`src/rtl/dbgwire_pkg.sv`:
```
package dbgwire_pkg;

  typedef enum logic [1:0] {
    OP_WR0   = 2'b00,
    OP_WR1   = 2'b01,
    OP_READ  = 2'b10,
    OP_BREAK = 2'b11
  } op_e;

  typedef enum logic [2:0] {
    LIM_ACT, LIM_IDLE0, LIM_IDLE1, LIM_RDRV,
    LIM_TMO, LIM_REC, LIM_BRK, LIM_BREL
  } lim_e;

  // strobes from control to datapath
  typedef struct packed {
    logic cntClr;
    lim_e limSel;
    logic capBit;
    logic capTmo;
    logic clrRes;
  } strobe_t;

  function automatic int maxOf(input int a, input int b);
    return (a > b) ? a : b;
  endfunction

endpackage

```
`src/rtl/dbgwire_sync.sv`:
```
module dbgwire_sync #(
  parameter int STAGES = 2
) (
  input  logic clk,
  input  logic rstN,
  input  logic din,
  output logic dout
);
  logic [STAGES-1:0] chain;

  // reset to 1: the released wire idles high
  always_ff @(posedge clk or negedge rstN) begin
    if (!rstN) chain <= '1;
    else       chain <= {chain[STAGES-2:0], din};
  end

  assign dout = chain[STAGES-1];
endmodule

```
`src/rtl/dbgwire_datapath.sv`:
```
module dbgwire_datapath
  import dbgwire_pkg::*;
#(
  parameter int CNT_W      = 16,
  parameter int ACT_CYC    = 50,
  parameter int IDLE0_CYC  = 200,
  parameter int IDLE1_CYC  = 50,
  parameter int RD_DRV_CYC = 20,
  parameter int RD_THR_CYC = 120,
  parameter int RD_TMO_CYC = 400,
  parameter int RD_REC_CYC = 40,
  parameter int BRK_CYC    = 400000,
  parameter int BREL_CYC   = 124
) (
  input  logic    clk,
  input  logic    rstN,
  input  strobe_t stb,
  input  logic    lineIn,
  output logic    lineHigh,
  output logic    cntDone,
  output logic    bitReg,
  output logic    tmoReg
);
  logic [CNT_W-1:0] cnt;
  logic [CNT_W-1:0] limVal;

  dbgwire_sync #(.STAGES(2)) u_sync (
    .clk(clk), .rstN(rstN), .din(lineIn), .dout(lineHigh)
  );

  always_comb begin
    unique case (stb.limSel)
      LIM_ACT:   limVal = CNT_W'(ACT_CYC - 1);
      LIM_IDLE0: limVal = CNT_W'(IDLE0_CYC - 1);
      LIM_IDLE1: limVal = CNT_W'(IDLE1_CYC - 1);
      LIM_RDRV:  limVal = CNT_W'(RD_DRV_CYC - 1);
      LIM_TMO:   limVal = CNT_W'(RD_TMO_CYC - 1);
      LIM_REC:   limVal = CNT_W'(RD_REC_CYC - 1);
      LIM_BRK:   limVal = CNT_W'(BRK_CYC - 1);
      default:   limVal = CNT_W'(BREL_CYC - 1);
    endcase
  end

  assign cntDone = (cnt == limVal);

  always_ff @(posedge clk or negedge rstN) begin
    if (!rstN) begin
      cnt    <= '0;
      bitReg <= 1'b0;
      tmoReg <= 1'b0;
    end else begin
      cnt <= stb.cntClr ? '0 : cnt + 1'b1;
      if (stb.clrRes) begin
        bitReg <= 1'b0;
        tmoReg <= 1'b0;
      end
      if (stb.capBit) bitReg <= (cnt < CNT_W'(RD_THR_CYC));
      if (stb.capTmo) tmoReg <= 1'b1;
    end
  end
endmodule

```
`src/rtl/dbgwire_ctrl.sv`:
```
module dbgwire_ctrl
  import dbgwire_pkg::*;
(
  input  logic       clk,
  input  logic       rstN,
  input  logic       cmdValid,
  input  logic [1:0] cmdOp,
  input  logic       lineHigh,
  input  logic       cntDone,
  output strobe_t    stb,
  output logic       lineOe,
  output logic       busy,
  output logic       done
);
  typedef enum logic [2:0] {
    S_IDLE, S_WACT, S_WIDLE, S_RDRV, S_RHOLD, S_RREC, S_BLOW, S_BREL
  } state_e;

  state_e state, stateNxt;
  logic   wrOne, wrOneNxt, doneNxt;

  always_comb begin
    stateNxt   = state;
    wrOneNxt   = wrOne;
    doneNxt    = 1'b0;
    stb        = '0;
    stb.limSel = LIM_ACT;
    unique case (state)
      S_IDLE: if (cmdValid) begin
        stb.cntClr = 1'b1;
        stb.clrRes = 1'b1;
        unique case (op_e'(cmdOp))
          OP_WR0:   begin stateNxt = S_WACT; wrOneNxt = 1'b0; end
          OP_WR1:   begin stateNxt = S_WACT; wrOneNxt = 1'b1; end
          OP_READ:  stateNxt = S_RDRV;
          default:  stateNxt = S_BLOW;
        endcase
      end
      S_WACT: begin
        stb.limSel = LIM_ACT;
        if (cntDone) begin stateNxt = S_WIDLE; stb.cntClr = 1'b1; end
      end
      S_WIDLE: begin
        stb.limSel = wrOne ? LIM_IDLE1 : LIM_IDLE0;
        if (cntDone) begin stateNxt = S_IDLE; doneNxt = 1'b1; end
      end
      S_RDRV: begin
        stb.limSel = LIM_RDRV;
        if (cntDone) begin stateNxt = S_RHOLD; stb.cntClr = 1'b1; end
      end
      S_RHOLD: begin
        stb.limSel = LIM_TMO;
        if (lineHigh) begin
          stb.capBit = 1'b1;
          stb.cntClr = 1'b1;
          stateNxt   = S_RREC;
        end else if (cntDone) begin
          stb.capTmo = 1'b1;
          stateNxt   = S_IDLE;
          doneNxt    = 1'b1;
        end
      end
      S_RREC: begin
        stb.limSel = LIM_REC;
        if (cntDone) begin stateNxt = S_IDLE; doneNxt = 1'b1; end
      end
      S_BLOW: begin
        stb.limSel = LIM_BRK;
        if (cntDone) begin stateNxt = S_BREL; stb.cntClr = 1'b1; end
      end
      default: begin
        stb.limSel = LIM_BREL;
        if (cntDone) begin stateNxt = S_IDLE; doneNxt = 1'b1; end
      end
    endcase
  end

  always_ff @(posedge clk or negedge rstN) begin
    if (!rstN) begin
      state <= S_IDLE;
      wrOne <= 1'b0;
      done  <= 1'b0;
    end else begin
      state <= stateNxt;
      wrOne <= wrOneNxt;
      done  <= doneNxt;
    end
  end

  assign lineOe = (state == S_WACT) || (state == S_RDRV) || (state == S_BLOW);
  assign busy   = (state != S_IDLE);
endmodule

```
`src/rtl/dbgwire_host_phy.sv`:
```
module dbgwire_host_phy
  import dbgwire_pkg::*;
#(
  parameter int ACT_CYC    = 50,
  parameter int IDLE0_CYC  = 200,
  parameter int IDLE1_CYC  = 50,
  parameter int RD_DRV_CYC = 20,
  parameter int RD_THR_CYC = 120,
  parameter int RD_TMO_CYC = 400,
  parameter int RD_REC_CYC = 40,
  parameter int BRK_CYC    = 400000,
  parameter int BREL_CYC   = 124
) (
  input  logic       clk,
  input  logic       rstN,
  input  logic       cmdValid,
  input  logic [1:0] cmdOp,
  output logic       busy,
  output logic       done,
  output logic       rdBit,
  output logic       timeoutErr,
  output logic       lineOe,
  input  logic       lineIn
);
  localparam int MAX_CYC = maxOf(maxOf(maxOf(ACT_CYC, IDLE0_CYC), maxOf(IDLE1_CYC, RD_DRV_CYC)),
                                 maxOf(maxOf(RD_TMO_CYC, RD_REC_CYC), maxOf(BRK_CYC, BREL_CYC)));
  localparam int CNT_W = $clog2(maxOf(MAX_CYC, RD_THR_CYC) + 1);

  strobe_t stb;
  logic    lineHigh, cntDone, bitReg, tmoReg;

  dbgwire_ctrl u_ctrl (
    .clk(clk), .rstN(rstN), .cmdValid(cmdValid), .cmdOp(cmdOp),
    .lineHigh(lineHigh), .cntDone(cntDone), .stb(stb),
    .lineOe(lineOe), .busy(busy), .done(done)
  );

  dbgwire_datapath #(
    .CNT_W(CNT_W), .ACT_CYC(ACT_CYC), .IDLE0_CYC(IDLE0_CYC), .IDLE1_CYC(IDLE1_CYC),
    .RD_DRV_CYC(RD_DRV_CYC), .RD_THR_CYC(RD_THR_CYC), .RD_TMO_CYC(RD_TMO_CYC),
    .RD_REC_CYC(RD_REC_CYC), .BRK_CYC(BRK_CYC), .BREL_CYC(BREL_CYC)
  ) u_dp (
    .clk(clk), .rstN(rstN), .stb(stb), .lineIn(lineIn),
    .lineHigh(lineHigh), .cntDone(cntDone), .bitReg(bitReg), .tmoReg(tmoReg)
  );

  assign rdBit      = bitReg;
  assign timeoutErr = done & tmoReg;
endmodule

```
`config.mk`:
```
export PLATFORM = sky130hd
export DESIGN_NAME = dbgwire_host_phy
export DESIGN_NICKNAME = d
export VERILOG_FILES = /design/src/rtl/dbgwire_pkg.sv /design/src/rtl/dbgwire_sync.sv /design/src/rtl/dbgwire_datapath.sv /design/src/rtl/dbgwire_ctrl.sv /design/src/rtl/dbgwire_host_phy.sv
export SDC_FILE = /design/constraint.sdc
export NUM_CORES = 1
export LEC_CHECK = 0
export ABC_CLOCK_PERIOD_IN_PS = 5400
export BUFFER_PORTS_ARGS = -buffer_cell sky130_fd_sc_hd__buf_2
export CELL_PAD_IN_SITES_DETAIL_PLACEMENT = 1
export CELL_PAD_IN_SITES_GLOBAL_PLACEMENT = 1
export CORE_ASPECT_RATIO = 1.4
export CORE_MARGIN = 2
export CORE_UTILIZATION = 50
export DETAILED_ROUTE_END_ITERATION = 8
export GPL_ROUTABILITY_DRIVEN = 0
export PLACE_DENSITY_LB_ADDON = 0.1
export REMOVE_ABC_BUFFERS = 1
export SKIP_CTS_REPAIR_TIMING = 1
export SYNTH_ARGS = -nofsm -noshare
export SYNTH_HDL_FRONTEND = slang
export SYNTH_HIERARCHICAL = 1
export SYNTH_SLANG_ARGS = --single-unit
```
`constraint.sdc`:
```
create_clock -name clk -period 5.4 [get_ports clk]
set_input_delay 0.54 -clock clk [delete_from_list [all_inputs] [get_ports clk]]
set_output_delay 0.54 -clock clk [all_outputs]
set_load 0.005 [all_outputs]
```
### Word level (Yosys, flattened, before mapping)

Cells that the tools add are included.

* multiplexer cells: 24
* $lt $le $gt $ge: 1
* reductions and logical operators: 16
* bitwise gates (word level): 1
* add/sub/neg operators: 1
* equality and inequality tests: 19

Operators by type and width (number)
* case mux 19 bit (6 select lines): 1
* adder 19 x 1 -> 19 bit, second input constant: 1
* equality test 19 bit: 1
* less-than comparator 19 x 7 -> 1 bit, second input constant: 1
* 2-to-1 mux 19 bit: 1
* equality test 3 bit, second input constant: 6
* 2-to-1 mux 3 bit: 6
* case mux 3 bit (6 select lines): 1
* case mux 3 bit (5 select lines): 1
* equality test 3 x 2 -> 1 bit, second input constant: 4
* 2-to-1 mux 1 bit: 8
* inequality test 2 bit, second input constant: 4
* equality test 3 x 1 -> 1 bit, second input constant: 2
* zero test 3 bit: 2
* case mux 3 bit (2 select lines): 1
* nonzero test 2 bit: 3
* OR reduction 2 bit: 3
* 2-to-1 mux 2 bit: 2
* case mux 1 bit (2 select lines): 2
* AND reduction 4 bit: 1
* OR reduction 4 bit: 1
* case mux 1 bit (3 select lines): 1
* AND reduction 3 bit: 1
* nonzero test 3 bit: 1
* other kinds (6): 7

* logic and storage cells: 69
* flip-flop bits (word level): 28
* input port bits: 6
* output and inout bits: 5

### Depth between registers and ports, before layout

Gate-level depths: netlist (run 1).

* word-level depth: 11
* depth in mapped cells: 14
* gate-level depth less buffers: 10

### Modules after synthesis

Netlist (run 1), hierarchy kept.

By module, submodules not included
* dbgwire_datapath: cells each 141, instances 1, area each 1288.7 µm², sequential area each 525.5 µm²
* dbgwire_ctrl: cells each 48, instances 1, area each 424.2 µm², sequential area each 125.1 µm²
* dbgwire_sync: cells each 2, instances 1, area each 52.6 µm², sequential area each 52.6 µm²
* dbgwire_host_phy: cells each 1, instances 1, area each 6.3 µm², sequential area each 0.0 µm²

### Worst setup path after synthesis (run 1)

OpenSTA, ideal clock, no wires.

* kind: flip-flop to flip-flop
* from: register u_ctrl.state[2]
* to: register u_dp.cnt[10]
* buffers on the path: 5
* arrival: 2.694 ns
* stages on the path, launching flop included: 14
* path slack: 2.574 ns
* library setup time: 0.132 ns
* required time: 5.268 ns
* clock period less this slack: 2.826 ns
* cell sequence: dfrtp_1 -> buf_6 -> nor2_1 -> nor2_1 -> buf_2 -> or3_1 -> a211oi_2 -> and4b_1 -> o2111a_1 -> buf_8 -> a211o_1 -> clkbuf_1 -> buf_1 -> nor2_1

RTL lines
* start: declaration: RTL line dbgwire_ctrl.sv:19 `state_e state, stateNxt;`
* start signal: assignment: RTL line dbgwire_ctrl.sv:84 `state <= stateNxt;`
* end signal: assignment: RTL line dbgwire_datapath.sv:52 `cnt <= stb.cntClr ? '0 : cnt + 1'b1;`
* end: declaration: RTL line dbgwire_datapath.sv:24 `logic [CNT_W-1:0] cnt;`

==> impl_metrics.toml, run 1 <==
[status]
outcome = "completed"

[setup_path]
r2r_start = "u_ctrl/state[2]$_DFFE_PN0P_"
r2r_slack_ns = 1.42
critPathLaunchType = "flip-flop"
slowest_delay_ns = 0.96
slowest_stage = "a21boi_0"
cp-end-kind = "flip-flop"
crit_arrival_ns = 4.13
required_ns = 5.55
critPathLaunch = "u_ctrl/state[2]$_DFFE_PN0P_"
path_max_fanout = 29
worstPathCellList = "nor2_1, a21boi_0, nand2b_1, o21ai_0, a21boi_0, o2111a_1, a211o_1, nor2_1"
worstSetupEndpoint = "u_dp/cnt[2]$_DFF_PN0_"
rr_endpoint = "u_dp/cnt[2]$_DFF_PN0_"
critPathKind = "flip-flop to flip-flop"
reg2reg_depth = 8

[global_routing]
grt_first_pass_wirelength_um = 7220
met3_usage_pct = 3.21
grtUsageMet2_pct = 44.2
grt_max_degree = 30
track_usage_pct = 24.7
grt_antenna_before_repair = 0
overflow = 0
met1_usage_pct = 27.6
busiest_layer = "met2"
grt_pass1_vias = 1561

[clock_tree]
root_buffer = "clkbuf_8"
cts_tree = "built"
cts_buffers = 3
cts.htree.levels = 1
clk_pin_slew_ns = 0.10
ctsLongestPathBuffers = 2
cts.sinks = 28
clock_latency_ns = 0.28

[synth]
synth_top_cell_by_area = "dfrtp_1"
synth_area_mm2 = 0.00177
yosys-top-cells-area = "dfrtp_1, nor2_1, xnor2_1"
syn_inst = 192
synth.top_cell.area_share_pct = 36.7
async_reset_ff_share_pct = 100
synth_edf_count = 0
syn_avg_cell_area_um2 = 9.23
yosysSeqAreaShare_pct = 39.7
ys_warn_count = 6
synthFlopType = "dfrtp_1"
ys_ff_latch = 28
synth_cell_type_count = 55

[timing]
slew_headroom_pct = 21.3
setup_violations = 0
tightest_slew_ns = 1.17
finalHoldViolations = 0
skew_ns = 0.00472
final_max_slew_viol_count = 0
rsz0062_at_grt = "no"
max_freq_ghz = 0.251
setup_ws_ns = 1.42
setup_tns_ns = 0
fin_crit_ns = 3.98
fin_crit_sh_pct = 73.7

[routing]
drt_iter0_markers = 31
vias = 1450
wl_per_cell_um = 18.6
firstDrtPassIters = 6
via_per_inst = 6.22
totalWireLength_um = 4340
drcViolationCount = 0
antenna_left = 0

[die]
start_util_pct = 52.4
die_x_um = 54.3
coreArea_mm2 = 0.00338
die_area_mm2 = 0.00404
die_h_um = 74.4
num_io_pins = 11
rows = 25

[pwr]
leakage_nw = 0.782
cellPowerDensity_mw_per_mm2 = 360
max-vdd-ir-drop_uv = 208

[placed_design]
place_area_mm2 = 0.00179
dpl.hpwl_um = 3140
numPortBuffers = 10
place_worst_setup_slack_ns = 1.52

[layout]
final_util_pct = 55.0
nets = 201
final_common_cell = "dfrtp_1"
area_delta_synth_final_pct = 4.94
antenna_cells = 0
final_cell_mix = "dfrtp_1, nor2_1, o21ai_0"
drive_above_1_share_pct = 15.5
final_area_mm2 = 0.00186

[run]
drv_cap = 0

[worst_hold_path]
hp-class = "input port to async pin"
[report_power, final]
part | switching (W) | internal (W)
clock | 0.0000685 | 0.0000995
sequential | 0.0000664 | 0.000241
combinational | 0.000101 | 0.0000936
[how the worst min path moves through the flow]
| stage | start | endpoint |
|---|---|---|
| after floorplan | rstN | u_ctrl/done$_DFF_PN0_ |
| after global placement | u_dp/u_sync/chain[0]$_DFF_PN1_ | u_dp/u_sync/chain[1]$_DFF_PN1_ |
| after detailed placement | u_dp/u_sync/chain[0]$_DFF_PN1_ | u_dp/u_sync/chain[1]$_DFF_PN1_ |
| after CTS | rstN | u_ctrl/state[2]$_DFFE_PN0P_ |
| after global routing | rstN | u_ctrl/state[0]$_DFFE_PN0P_ |
| final | rstN | u_dp/tmoReg$_DFFE_PN0P_ |
[flip-flops by register name, indices dropped and copies added, names as in the netlist]
register,count
u_dp/bitReg,1
u_dp/cnt,19
u_ctrl/wrOne,1
u_ctrl/done,1
u_dp/tmoReg,1
u_ctrl/state,3
u_dp/u_sync/chain,2
[kinds of logic after synthesis]
group | share of synthesized area (%)
AND/OR/NAND/NOR | 29.4
AO/OA/AOI/OAI | 16.4
flip-flops | 39.7
buffers and inverters | 5.58
XOR/XNOR | 6.43
multiplexers | 1.84
adder cells (fa/ha/maj) | 0.706
[cell type report]
| cell class | instances | area, um^2 |
|---|---|---|
| Inverter | 4 | 15.0 |
| Tap cell | 40 | 50.0 |
| Clock buffer | 3 | 41.3 |
| Sequential cell | 28 | 703 |
| Fill cell | 400 | 1520 |
| Multi-Input combinational cell | 147 | 970 |
| Clock inverter | 1 | 30.0 |
| Timing Repair Buffer | 10 | 50.0 |
[cells in the mapped netlist (2+ instances only)]
| library cell | n |
|---|---|
| o21ai_0 | 12 |
| mux2_2 | 2 |
| nand4_1 | 4 |
| and3_2 | 2 |
| inv_1 | 4 |
| nand2_1 | 11 |
| and2_1 | 4 |
| xnor2_1 | 8 |
| o21ai_1 | 2 |
| nor2b_1 | 2 |
| buf_2 | 7 |
| nor3_1 | 2 |
| and4_4 | 2 |
| nor2_1 | 24 |
| dfstp_2 | 2 |
| nand2b_1 | 2 |
| or3_1 | 9 |
| a31oi_1 | 2 |
| dfrtp_1 | 26 |
| nand4_4 | 2 |
| clkbuf_1 | 2 |
| nor4b_1 | 3 |
| buf_6 | 2 |
| nand3_1 | 6 |
| nand3b_1 | 5 |
| a21oi_1 | 11 |
| a21boi_0 | 2 |
| xor2_1 | 5 |
[per-layer routing]
layer / share of wire, % / wire length (um)
met3: 2.2 / 97
met2: 53 / 2320
met5: 0 / 0
met4: 3.2 / 140
met1: 41 / 1780
[critical path, delay by kind of cell (launching register included)]
family | cells | cell delay, ns
AOI/OAI and AO/OA | 5 | 2.29
DFF | 1 | 0.95
and+or+nand+nor | 3 | 0.59
[stage by stage]
stage	std cells	hold slack (ns)	total power [W]
after CTS	233	0.287	0.000677
final	233	0.268	0.000670
after global routing	233	0.302	0.000711
after global placement	229	0.347	0.000487
after floorplan	179	0.244	0.000434
after detailed placement	229	0.350	0.000502
(Power assumes the default switching activity.)
==> inputs of run 2 (changes only) <==
ABC_AREA = 1   (was default)
ABC_CLOCK_PERIOD_IN_PS = 4200   (was 5400)
CORE_UTILIZATION = 43   (was 50)
clock period = 4.2 ns   (was 5.4 ns; I/O delays follow)
==> run 2 against run 1 <==
Net effect: non-clock buffer count unchanged; worst setup slack got worse by 0.22 ns; clock power increased by 29%; register-to-register slack got worse by 0.22 ns; utilization decreased by 7.1 points; via count increased by 19%; clock-buffer cell count unchanged; critical endpoint is now u_dp/cnt[10]$_DFF_PN0_; largest cell class unchanged; largest power group is now combinational cells.
==> impl_metrics.toml, run 2 <==
[clock_tree]
cts_buffers = 3
cts.sinks = 28
clock_latency_ns = 0.28
root_buffer = "clkbuf_8"
clk_pin_slew_ns = 0.10
cts.htree.levels = 1
ctsLongestPathBuffers = 2
cts_tree = "built"

[worst_hold_path]
hp-class = "input port to async pin"

[timing]
final_max_slew_viol_count = 0
setup_violations = 0
slew_headroom_pct = 56.1
fin_crit_ns = 3.00
skew_ns = 0.00524
rsz0062_at_grt = "no"
fin_crit_sh_pct = 71.3
max_freq_ghz = 0.334
setup_ws_ns = 1.20
finalHoldViolations = 0
timing.hold.ws_ns = 0.153
setup_tns_ns = 0
tightest_slew_ns = 0.659

[die]
die_area_mm2 = 0.00488
num_io_pins = 11
start_util_pct = 44.3
die_x_um = 59.6
coreArea_mm2 = 0.00420
die_h_um = 81.9
rows = 28

[setup_path]
r2r_slack_ns = 1.20
path_max_fanout = 12
critPathKind = "flip-flop to flip-flop"
required_ns = 4.38
cp-end-kind = "flip-flop"
slowest_delay_ns = 0.50
worstPathCellList = "inv_2, nand2_1, a21oi_1, nor2_2, nand2_1, nand2_1, nand2_1, nand2_1, nor2_1, nand2_1, nor2_1, nand2_1, nand3_1, inv_1, o21ai_1, nor2_1"
critPathLaunchType = "flip-flop"
path_common_cell = "nand2_1"
crit_arrival_ns = 3.18
slowest_stage = "dfrtp_1"

[status]
outcome = "completed"

[pwr]
leakage_nw = 1.08
fin_total_pwr_w = 0.00120
max-vdd-ir-drop_uv = 223
cellPowerDensity_mw_per_mm2 = 594

[run]
drv_cap = 0

[synth]
netlist_top_cells_count = "nand2_1, nor2_1, inv_1, dfrtp_1, nand3_1"
synth_top_cell_by_area = "dfrtp_1"
synthFlopType = "dfrtp_1"
yosysMostFrequentCell = "nand2_1"
synth_edf_count = 0
ys_warn_count = 6
yosys-top-cells-area = "dfrtp_1, nand2_1, nor2_1"
yosysSeqAreaShare_pct = 37.8
syn_inst = 275
synth_cell_type_count = 28
synth_area_mm2 = 0.00186
syn_avg_cell_area_um2 = 6.77
async_reset_ff_share_pct = 100
ys_ff_latch = 28
synth.top_cell.area_share_pct = 34.9

[routing]
drt_iter0_markers = 60
totalWireLength_um = 4940
via_per_inst = 5.25
dr_wl_met3_um = 74
drcViolationCount = 0
wl_met2_um = 2740
antenna_left = 0
firstDrtPassIters = 4
wl_met1_um = 2020
wl_per_cell_um = 15.0
vias = 1728
top_layer = "met4"

[placed_design]
dpl.hpwl_um = 4010
numPortBuffers = 10
place_worst_setup_slack_ns = 1.18
dp_cells = 325

[global_routing]
grt_first_pass_wirelength_um = 8220
grt_pass1_vias = 1741
grt_antenna_before_repair = 0
overflow = 0
grt_max_degree = 29
track_usage_pct = 22.9

[layout]
area_delta_synth_final_pct = 8.33
nets = 292
largestRegisters = "u_dp/cnt (19), u_ctrl/state (3), u_dp/u_sync/chain (2)"
regMostFlops = "u_dp/cnt"
drive_above_1_share_pct = 15.1
final_cell_mix = "nand2_1, nor2_1, inv_1"
antenna_cells = 0
layout.cells.non_filler = 329
final_common_cell = "nand2_1"
largest_reg_flops = 19
## run 2: path summary, 6_finish.rpt
kind,end,cells past startpoint,from
worst max-delay path,u_dp/cnt[10]$_DFF_PN0_,16,u_ctrl/state[2]$_DFFE_PN0P_
worst min-delay path,u_dp/tmoReg$_DFFE_PN0P_,1,rstN
worst max register to register,u_dp/cnt[10]$_DFF_PN0_,16,u_ctrl/state[2]$_DFFE_PN0P_
worst min register to register,u_dp/u_sync/chain[1]$_DFF_PN1_,0,u_dp/u_sync/chain[0]$_DFF_PN1_
max in group asynchronous,u_ctrl/state[2]$_DFFE_PN0P_,1,rstN
min in group clk,u_dp/u_sync/chain[0]$_DFF_PN1_,1,lineIn
## run 2: where the power goes
part / internal [W] / total (W) / leakage [nW] / switching [W]
combinational: 0.000191 / 0.000594 / 0.671 / 0.000403
clock: 0.000128 / 0.000216 / 0.0357 / 0.0000885
sequential: 0.000320 / 0.000388 / 0.369 / 0.0000681
## run 2: final cells by class
class                   count  area, um^2
clock buffers               3        41.3
clock inverters             1        30.0
fillers                   568        2190
inverters                  40         150
multi-input cells         202         986
flip-flops and latches     28         703
well taps                  45        56.3
repair buffers             10        50.0
## run 2: cell families after synthesis
group | Yosys count | share of synthesized area, %
flops | 28 | 37.8
buf+inv | 45 | 9.27
simple gates | 166 | 41.4
xor+xnor | 2 | 0.941
compound gates | 33 | 9.95
fa+ha+maj | 1 | 0.672
## run 2: layer usage
layer  vias to the layer above  GRT usage, %
met5                         -             0
met4                         0          8.22
met3                         7          2.05
met2                        18          43.4
met1                       818          25.8
li1                        885             -
## run 2: worst max-delay path, delay by kind of cell, from the launching register on
kind	cells	cell delay, ns
AND/OR/NAND/NOR	12	1.34
AO/OA/AOI/OAI	2	0.64
flip-flops	1	0.50
buffers and inverters	2	0.42
## run 2: per-stage QoR
| step | utilization [%] | cell area (um^2) |
|---|---|---|
| after floorplan | - | 1840 |
| after global placement | 46.3 | 1950 |
| after detailed placement | 46.3 | 1950 |
| after CTS | 48.0 | 2020 |
| after global routing | 48.0 | 2020 |
| final | 48.0 | 2020 |
==> inputs of run 3 (changes only) <==
ABC_CLOCK_PERIOD_IN_PS = 2850   (was 4200)
clock period = 2.85 ns   (was 4.2 ns; I/O delays follow)
==> run 3 against run 2 <==
Net effect: utilization rose by 0.12 points; hold slack got worse by 0.13 ns; cell count rose by 0.61%; sequential share of layout area fell by 0.086 points; via count rose by 1.6%; sequential power rose by 48%; register-to-register slack got worse by 0.87 ns; wire length rose by 1.6%; critical endpoint is now u_dp/cnt[3]$_DFF_PN0_; largest power group unchanged.
==> impl_metrics.toml, run 3 (same netlist as run 2, synthesis figures left out) <==
[setup_path]
path_depth = 16
required_ns = 3.02
worstPathCellList = "inv_2, nand2_1, a21oi_1, buf_4, nor2_2, nand2_1, nand3_1, nand2_1, nor2_1, nand2_1, nor2_1, nand2_1, nand3_1, inv_1, o21ai_0, a21oi_1"
critical_path_buf_inv_count = 3
slowest_delay_ns = 0.53
critPathKind = "flip-flop to flip-flop"
path_common_cell = "nand2_1"
path_max_fanout = 12
crit_arrival_ns = 2.68
crit_family = "simple AND/OR/NAND/NOR gates"
slowest_stage = "dfrtp_1"
reg2reg_depth = 16
cp-end-kind = "flip-flop"
critPathLaunchType = "flip-flop"

[routing]
firstDrtPassIters = 4
drt_iter0_markers = 44
wl_met2_um = 2830
vias = 1755
wl_met1_um = 2040
via_per_inst = 5.30
antenna_left = 0
drcViolationCount = 0
dr_wl_met3_um = 82
totalWireLength_um = 5020
top_layer = "met4"
wl_per_cell_um = 15.2

[pwr]
leakage_nw = 1.08
cellPowerDensity_mw_per_mm2 = 857
p_int_w = 0.000900
clkPwrFrac_pct = 14.6
switching_power_w = 0.000833
max-vdd-ir-drop_uv = 375
seqPwrFrac_pct = 33.2
sw_frac_of_total_pct = 48.1
pwr-share-comb_pct = 52.2

[timing]
finalHoldViolations = 0
setup_tns_ns = 0
fin_crit_ns = 2.52
timing.hold.ws_ns = 0.0205
setup_violations = 0
skew_ns = 0.00332
tightest_slew_ns = 0.656
max_freq_ghz = 0.398
rsz0062_at_grt = "no"
fin_crit_sh_pct = 88.3
final_max_slew_viol_count = 0
slew_headroom_pct = 56.2

[global_routing]
overflow = 0
grt_max_degree = 29
grt_first_pass_wirelength_um = 7960
track_usage_pct = 22.5
grt_antenna_before_repair = 0
grt_pass1_vias = 1719

[worst_hold_path]
hp-class = "input port to async pin"

[layout]
final_common_cell = "nand2_1"
drive_above_1_share_pct = 16.1
regArea_um2 = 703
regMostFlops = "u_dp/cnt"
final_cell_mix = "nand2_1, nor2_1, inv_1"
multi_input_area_um2 = 992
largest_reg_flops = 19
antenna_cells = 0
nets = 294
largestRegisters = "u_dp/cnt (19), u_ctrl/state (3), u_dp/u_sync/chain (2)"
area_delta_synth_final_pct = 8.60
n_fill_cell = 593

[die]
rows = 28
num_io_pins = 11
die_area_mm2 = 0.00488
coreArea_mm2 = 0.00420
die_h_um = 81.9
start_util_pct = 44.3
die_x_um = 59.6

[placed_design]
numPortBuffers = 10
dpl.hpwl_um = 3990

[clock_tree]
root_buffer = "clkbuf_8"
clock_latency_ns = 0.28
ctsLongestPathBuffers = 2
cts.sinks = 28
clk_pin_slew_ns = 0.10
cts_buffers = 3
cts.htree.levels = 1
cts_tree = "built"

[run]
drv_cap = 0

[status]
outcome = "completed"
[run 3: changes by cell type in the layout (fill, tap and decap cells not counted), sizes merged]
cell / previous run / this run
bufinv: 1 / 0
clkbuf: 3 / 4
buf: 10 / 12
[run 3: worst reg2reg max path: stages (launching register included)]
cell	delay, ns
dfrtp_1	0.53
inv_2	0.13
nand2_1	0.08
a21oi_1	0.06
buf_4	0.17
nor2_2	0.17
nand2_1	0.15
nand3_1	0.10
nand2_1	0.06
nor2_1	0.09
nand2_1	0.05
nor2_1	0.22
nand2_1	0.09
nand3_1	0.09
inv_1	0.21
o21ai_0	0.14
a21oi_1	0.06
[run 3: power by group through the flow]
stage	Combinational (W)	Sequential (W)	Clock [W]
after floorplan	0.000651	0.000553	0
after global placement	0.000887	0.000581	0
after detailed placement	0.000898	0.000582	0
after CTS	0.000902	0.000575	0.000263
after global routing	0.00104	0.000588	0.000278
final	0.000904	0.000575	0.000253
[run 3: final timing paths]
path,from,end,slack (ns)
worst max-delay path,u_ctrl/state[2]$_DFFE_PN0P_,u_dp/cnt[3]$_DFF_PN0_,0.33
worst min-delay path,rstN,u_dp/tmoReg$_DFFE_PN0P_,0.02
worst max register to register,u_ctrl/state[2]$_DFFE_PN0P_,u_dp/cnt[3]$_DFF_PN0_,0.33
worst min register to register,u_dp/u_sync/chain[0]$_DFF_PN1_,u_dp/u_sync/chain[1]$_DFF_PN1_,0.36
max in group asynchronous,rstN,u_dp/cnt[4]$_DFF_PN0_,2.40
min in group clk,lineIn,u_dp/u_sync/chain[0]$_DFF_PN1_,0.09
[run 3: through the flow]
stage / setup WS, ns / std cells / power (W) / utilization (%) / instance area [um^2]
final: 0.335 / 331 / 0.00173 / 48.1 / 2020
after global routing: 0.0510 / 331 / 0.00191 / 48.1 / 2020
after CTS: 0.198 / 331 / 0.00174 / 47.9 / 2020
after detailed placement: 0.211 / 327 / 0.00148 / 46.6 / 1960
after global placement: 0.363 / 327 / 0.00147 / 46.6 / 1960
after floorplan: 0.420 / 270 / 0.00120 / - / 1840
[run 3: routing by layer]
metal | GRT usage [%] | vias up
met5 | 0 | -
li1 | - | 891
met4 | 8.00 | 0
met3 | 2.36 | 4
met2 | 45.3 | 21
met1 | 23.1 | 839
[run 3: cell type report]
cell class	instances	area share, %
well taps	45	2.78
flip-flops and latches	28	34.8
inverters	40	7.43
clock buffers	4	2.72
repair buffers	12	3.22
multi-input cells	202	49.1
